==> config.mk <==
export PLATFORM = sky130hd
export DESIGN_NAME = rob_commit
export DESIGN_NICKNAME = d
export VERILOG_FILES = /design/src/rtl/rob_commit.sv
export SDC_FILE = /design/constraint.sdc
export NUM_CORES = 2
export LEC_CHECK = 0
export BUFFER_PORTS_ARGS = -buffer_cell sky130_fd_sc_hd__clkbuf_2
export CAP_MARGIN = 20
export CORE_ASPECT_RATIO = 0.5
export CORE_UTILIZATION = 40
export DETAILED_ROUTE_END_ITERATION = 8
export PLACE_DENSITY_LB_ADDON = 0.05
export SLEW_MARGIN = 25
export SYNTH_ARGS = -nofsm -noshare
export SYNTH_HDL_FRONTEND = slang
export SYNTH_SLANG_ARGS = --single-unit
==> constraint.sdc <==
create_clock -name clk -period 20 [get_ports clk]
set_clock_uncertainty 0.15 [all_clocks]
set_input_delay 3 -clock clk [delete_from_list [all_inputs] [get_ports clk]]
set_output_delay 3 -clock clk [all_outputs]
set_load 0.005 [all_outputs]
==> src/rtl/rob_commit.sv <==
module rob_commit #(
  parameter int DEPTH = 8,
  parameter int WIDTH = 2,
  parameter int SEQ_W = 16,
  parameter int PC_W = 32,
  parameter int INST_BYTES = 4,
  parameter int LAT_W = 4,
  parameter logic [PC_W-1:0] RESET_PC = 'h1000,
  localparam int IDX_W = $clog2(DEPTH),
  localparam int RC_W = $clog2(WIDTH + 1)
) (
  input  logic             clk,
  input  logic             rst_n,
  input  logic             alloc_valid,
  input  logic [1:0]       alloc_kind,
  input  logic [SEQ_W-1:0] alloc_seq,
  input  logic [PC_W-1:0]  alloc_npc,
  output logic             alloc_ready,
  output logic [IDX_W-1:0] alloc_idx,
  input  logic             cmpl_valid,
  input  logic [IDX_W-1:0] cmpl_idx,
  input  logic             cmpl_fault,
  input  logic             kill_valid,
  input  logic [IDX_W-1:0] kill_idx,
  input  logic             stores_pending,
  input  logic [LAT_W-1:0] trap_lat,
  output logic [RC_W-1:0]  retire_cnt,
  output logic             done_valid,
  output logic [SEQ_W-1:0] done_seq,
  output logic [PC_W-1:0]  arch_pc,
  output logic [PC_W-1:0]  arch_npc,
  output logic             rel_valid,
  output logic [IDX_W-1:0] rel_idx,
  output logic             trap_pending,
  output logic             trap_squash,
  output logic             full,
  output logic             empty
);
  localparam int PW = IDX_W + 1;
  localparam logic [1:0] K_NORM = 2'b00;
  localparam logic [1:0] K_UNC = 2'b10;

  logic [PW-1:0]    head, tail, occ;
  logic [LAT_W-1:0] tcnt;
  logic [DEPTH-1:0] e_done, e_kill, e_flt, e_rel;
  logic [1:0]       e_kind [DEPTH];
  logic [SEQ_W-1:0] e_seq [DEPTH];
  logic [PC_W-1:0]  e_npc [DEPTH];
  logic             alloc_fire;

  assign occ = tail - head;
  assign empty = head == tail;
  assign full = (head[IDX_W] != tail[IDX_W]) && (head[IDX_W-1:0] == tail[IDX_W-1:0]);
  assign trap_squash = trap_pending && (tcnt == '0);
  assign alloc_ready = !full && !trap_pending;
  assign alloc_idx = tail[IDX_W-1:0];
  assign alloc_fire = alloc_valid && alloc_ready;

  logic [PW-1:0]    pop_n;
  logic [RC_W-1:0]  ret_n;
  logic             stop, rel_hit, take_trap;
  logic [IDX_W-1:0] rel_at, slot;
  logic [SEQ_W-1:0] last_seq;
  logic [PC_W-1:0]  last_npc;

  always_comb begin
    pop_n = '0;
    ret_n = '0;
    stop = 1'b0;
    rel_hit = 1'b0;
    take_trap = 1'b0;
    rel_at = '0;
    slot = '0;
    last_seq = '0;
    last_npc = '0;
    for (int k = 0; k < DEPTH; k++) begin
      slot = head[IDX_W-1:0] + IDX_W'(k);
      if (!stop && !trap_pending && (PW'(k) < occ)) begin
        if (e_kill[slot]) begin
          pop_n = pop_n + PW'(1);
        end else if (ret_n == RC_W'(WIDTH)) begin
          stop = 1'b1;
        end else if (e_done[slot] && e_flt[slot]) begin
          take_trap = (ret_n == '0) && !stores_pending;
          stop = 1'b1;
        end else if (e_done[slot]) begin
          pop_n = pop_n + PW'(1);
          ret_n = ret_n + RC_W'(1);
          last_seq = e_seq[slot];
          last_npc = e_npc[slot];
        end else begin
          if (e_kind[slot] != K_NORM && !e_rel[slot] &&
              (e_kind[slot] == K_UNC || (ret_n == '0 && !stores_pending))) begin
            rel_hit = 1'b1;
            rel_at = slot;
          end
          stop = 1'b1;
        end
      end
    end
  end

  always_ff @(posedge clk or negedge rst_n) begin
    if (!rst_n) begin
      head <= '0;
      tail <= '0;
      tcnt <= '0;
      trap_pending <= 1'b0;
      retire_cnt <= '0;
      done_valid <= 1'b0;
      done_seq <= '0;
      arch_pc <= RESET_PC;
      arch_npc <= RESET_PC + PC_W'(INST_BYTES);
      rel_valid <= 1'b0;
      rel_idx <= '0;
      e_done <= '0;
      e_kill <= '0;
      e_flt <= '0;
      e_rel <= '0;
    end else begin
      retire_cnt <= ret_n;
      done_valid <= ret_n != '0;
      if (ret_n != '0) begin
        done_seq <= last_seq;
        arch_pc <= last_npc;
        arch_npc <= last_npc + PC_W'(INST_BYTES);
      end
      rel_valid <= rel_hit;
      if (rel_hit) rel_idx <= rel_at;
      if (trap_squash) begin
        head <= tail;
        trap_pending <= 1'b0;
      end else begin
        head <= head + pop_n;
        if (take_trap) begin
          trap_pending <= 1'b1;
          tcnt <= trap_lat;
        end else if (trap_pending) begin
          tcnt <= tcnt - LAT_W'(1);
        end
      end
      if (alloc_fire) tail <= tail + PW'(1);
      if (cmpl_valid) begin
        e_done[cmpl_idx] <= 1'b1;
        e_flt[cmpl_idx] <= cmpl_fault;
      end
      if (kill_valid) e_kill[kill_idx] <= 1'b1;
      if (rel_hit) e_rel[rel_at] <= 1'b1;
      if (alloc_fire) begin
        e_done[alloc_idx] <= 1'b0;
        e_kill[alloc_idx] <= 1'b0;
        e_flt[alloc_idx] <= 1'b0;
        e_rel[alloc_idx] <= 1'b0;
      end
    end
  end

  always_ff @(posedge clk) begin
    if (alloc_fire) begin
      e_kind[alloc_idx] <= alloc_kind;
      e_seq[alloc_idx] <= alloc_seq;
      e_npc[alloc_idx] <= alloc_npc;
    end
  end

  p_width_r2: assert property (@(posedge clk) disable iff (!rst_n)
    retire_cnt <= RC_W'(WIDTH));
  p_npc_step_r5: assert property (@(posedge clk) disable iff (!rst_n)
    done_valid |-> arch_npc == arch_pc + PC_W'(INST_BYTES));
  p_serial_drain_r6: assert property (@(posedge clk) disable iff (!rst_n)
    (rel_valid && e_kind[rel_idx] != K_NORM && e_kind[rel_idx] != K_UNC)
      |-> ($past(!stores_pending) && retire_cnt == '0));
  p_trap_entry_r8: assert property (@(posedge clk) disable iff (!rst_n)
    $rose(trap_pending) |-> ($past(!stores_pending) && retire_cnt == '0));
  p_hold_r9: assert property (@(posedge clk) disable iff (!rst_n)
    trap_pending |=> (retire_cnt == '0 && !rel_valid));
  p_flush_r9: assert property (@(posedge clk) disable iff (!rst_n)
    trap_squash |=> (empty && !trap_pending));
  p_no_overflow_r10: assert property (@(posedge clk) disable iff (!rst_n)
    occ <= PW'(DEPTH));
endmodule

==> results.yml <==
outcome:
  violations: "DRC"
  status: "finished with violations"
logic_synthesis:
  syn_area_per_cell_sq_um: 11.4
  ys.warnings.count: 0
  ys_seq_area_share_pct: 38.6
  synthDistinctLibCells: 119
  ys_ff_latch: 530
  yosys-top-cells-count: "724 x nand2_1, 439 x mux4_2, 400 x edfxtp_1, 160 x mux2i_1, 158 x nor2_1"
  syn-num-nets: 3552
  yosys.area.top_type: "edfxtp_1"
  synth-edff-count: 400
  yosys.cell_count.top_type: "nand2_1"
  synth_mux_area_share_pct: 29.5
  synthAdderAreaFrac_pct: 1.02
  synthesis.area_sq_mm: 0.0395
  yosysTopAreaCellShare_pct: 30.4
  synth_cells: 3454
  synth.area.top_cells: "edfxtp_1 30%, mux4_2 25%, dfrtp_1 8.0%, nand2_1 6.9%, mux2i_1 4.1%"
  synth_top_family_by_area: "multiplexers"
  synth-compound-area-share_pct: 9.72
  synth_xor_area_share_pct: 1.65
  synth_ff_type: "edfxtp_1"
  synthArstFlopShare_pct: 24.5
  synthSimpleGateAreaFrac_pct: 15.4
floorplan:
  die_x_microns: 447
  core_area_sq_mm: 0.0978
  rows: 81
  ioPinCount: 162
  start_util_pct: 40.4
  die_height_microns: 224
  fp.dieArea_sq_mm: 0.100
clock_tree:
  clkSlewWorstSetupHoldPaths_ns: 0.07
  cts_buffers: 53
  cts-root-buf: "clkbuf_16"
  post_cts_buffers: 0
  insertion_delay_ns: 0.67
  cts_buffer_depth: 3
  ctsHoldBuffers: 0
  cts_tree: "yes"
  cts_resized: 0
  clkSinkCount: 530
  htreeDepth: 2
global_routing:
  grt_overflow: 0
  first_global_vias: 30200
  grt_pass1_wl_microns: 220000
  grt_start_max_net_pins: 96
  grt_antenna_before_repair: 4
  grt_usage_pct: 30.3
setup_path:
  worstSetupStartpointType: "flip-flop"
  worstSetupPathType: "reg -> reg"
  cp.buffers_inverters: 7
  path_max_fanout: 46
  cp_top_family: "simple AND/OR/NAND/NOR gates"
  cp_slowest_stage_delay_ns: 0.89
  required_ns: 20.36
  reg2reg_setup_slack_ns: 1.72
  crit_top_cell: "ha_1"
  crit_arrival_ns: 18.64
  cpMaxStageDelayCell: "dfrtp_4"
  cp-end-kind: "flip-flop"
sta:
  rsz0062_at_grt: "false"
  fmaxAchievable_ghz: 0.0547
  slew_violations: 0
  min_period_ns: 18.28
  tns_ns: 0
  fin_crit_sh_pct: 91.4
  finalSetupViolCount: 0
  finalHoldViolations: 0
  max_slew_margin_pct: 18.8
  worstMarginPinSlew_ns: 1.22
finish:
  regArea_sq_mm: 0.0153
  multiInputGateArea_sq_mm: 0.0228
  layout.nets: 3567
  areaGrowthSynthToFinish_pct: 9.44
  drive_gt1_share_pct: 25.0
  fillerInstances: 9103
place:
  gp_congestion: 1.01
  placement.io_buffers: 161
  place_hpwl_microns: 102000
hold_path:
  holdCritPathClass: "reg -> reg"
routing:
  drt_iter0_markers: 3562
  routedWlPerCell_microns: 31.6
  dr.pass1.iters: 9
  ant_nets: 0
  vias: 32100
  via_per_inst: 6.63
  routed_wl_microns: 153000
  drcViolationCount: 4
run:
  cap_violations: 0
-- cell type report --
cell class              count  area share (%)
inverters                  36           0.318
repair buffers            242            3.48
diodes                      3          0.0174
multi-input cells        2606            52.8
clock inverters            30           0.969
clock buffers              68            3.24
well taps                1328            3.84
flip-flops and latches    530            35.3
-- per-stage QoR --
step	hold slack, ns	setup WS [ns]	area, sq um	cells	util, %
floorplan	0.298	3.83	39500	3454	-
global placement	0.313	2.75	41300	4740	42.3
detailed placement	0.320	2.18	41400	4741	42.3
CTS	0.335	2.12	43200	4839	44.2
global route	0.357	0.786	43300	4841	44.2
finish	0.331	1.72	43300	4843	44.2
-- sequential cells by signal (all words and copies together), names as in the netlist, 4 cells and up --
name and flops:
e_kill 8, e_npc 256, arch_pc 32, e_seq 128, head 4, tcnt 4, tail 4, e_rel 8
done_seq 16, e_kind 16, e_done 8, e_flt 8, arch_npc 30
-- layer usage --
layer | wire, microns | vias to the layer above | share of wire (%) | track usage [%]
met2 | 66400 | 1735 | 43 | 44.8
met5 | 23 | - | 0.015 | 0
met4 | 5490 | 4 | 3.6 | 10.1
li1 | - | 13500 | - | -
met1 | 65700 | 16600 | 43 | 44.3
met3 | 15200 | 264 | 9.9 | 6.52
-- tightest hold or removal path, cell delays in order, from the launching register on --
cell	delay, ns
dfrtp_1	0.34
nand2_1	0.05
o21ai_0	0.06
-- path summary, 6_finish.rpt --
| check | from | end | cells after the start |
|---|---|---|---|
| max reg2reg | head[0]$_DFF_PN0_ | arch_npc[25]$_DFFE_PN0P_ | 57 |
| max | head[0]$_DFF_PN0_ | arch_npc[25]$_DFFE_PN0P_ | 57 |
| min in group asynchronous | rst_n | tcnt[2]$_DFFE_PN0P_ | 1 |
| min reg2reg | done_seq[4]$_DFFE_PN0P_ | done_seq[4]$_DFFE_PN0P_ | 2 |
| min | done_seq[4]$_DFFE_PN0P_ | done_seq[4]$_DFFE_PN0P_ | 2 |
| max in group asynchronous | rst_n | done_seq[1]$_DFFE_PN0P_ | 2 |
-- layout by cell type (no fill, tap or decap), types with 10 or more instances in the layout --
cell,Yosys,layout
o22ai_1,14,13
nor4_1,23,23
nor3_1,122,119
and2_1,18,18
clkbuf_1,118,13
buf_4,48,74
nand3_1,85,83
a31oi_1,58,58
clkbuf_16,0,53
o21ai_0,120,119
nor2b_1,15,15
nor2_1,158,151
and3_1,16,16
a41oi_1,13,13
nand4_1,32,32
xor2_1,24,23
or3_1,14,14
clkbuf_2,0,160
a2111oi_0,12,11
o21ai_1,26,27
a21oi_1,153,153
mux2i_1,160,159
a21o_1,11,11
a211oi_1,62,62
nand3b_1,10,10
o31ai_1,11,11
o211ai_1,15,15
nand2b_1,23,23
ha_1,29,28
dfrtp_1,127,124
edfxtp_1,400,400
mux4_2,439,439
nand2_1,724,723
xnor2_1,27,26
inv_1,29,29
-- logic make-up after synthesis --
kind of cell / Yosys count
flops: 530
fa+ha+maj: 31
simple gates: 1311
buf+inv: 318
mux: 612
xor+xnor: 61
compound gates: 591
Power is not shown: default switching activity piles up to over one toggle a cycle in this logic, so the estimate is an artifact.
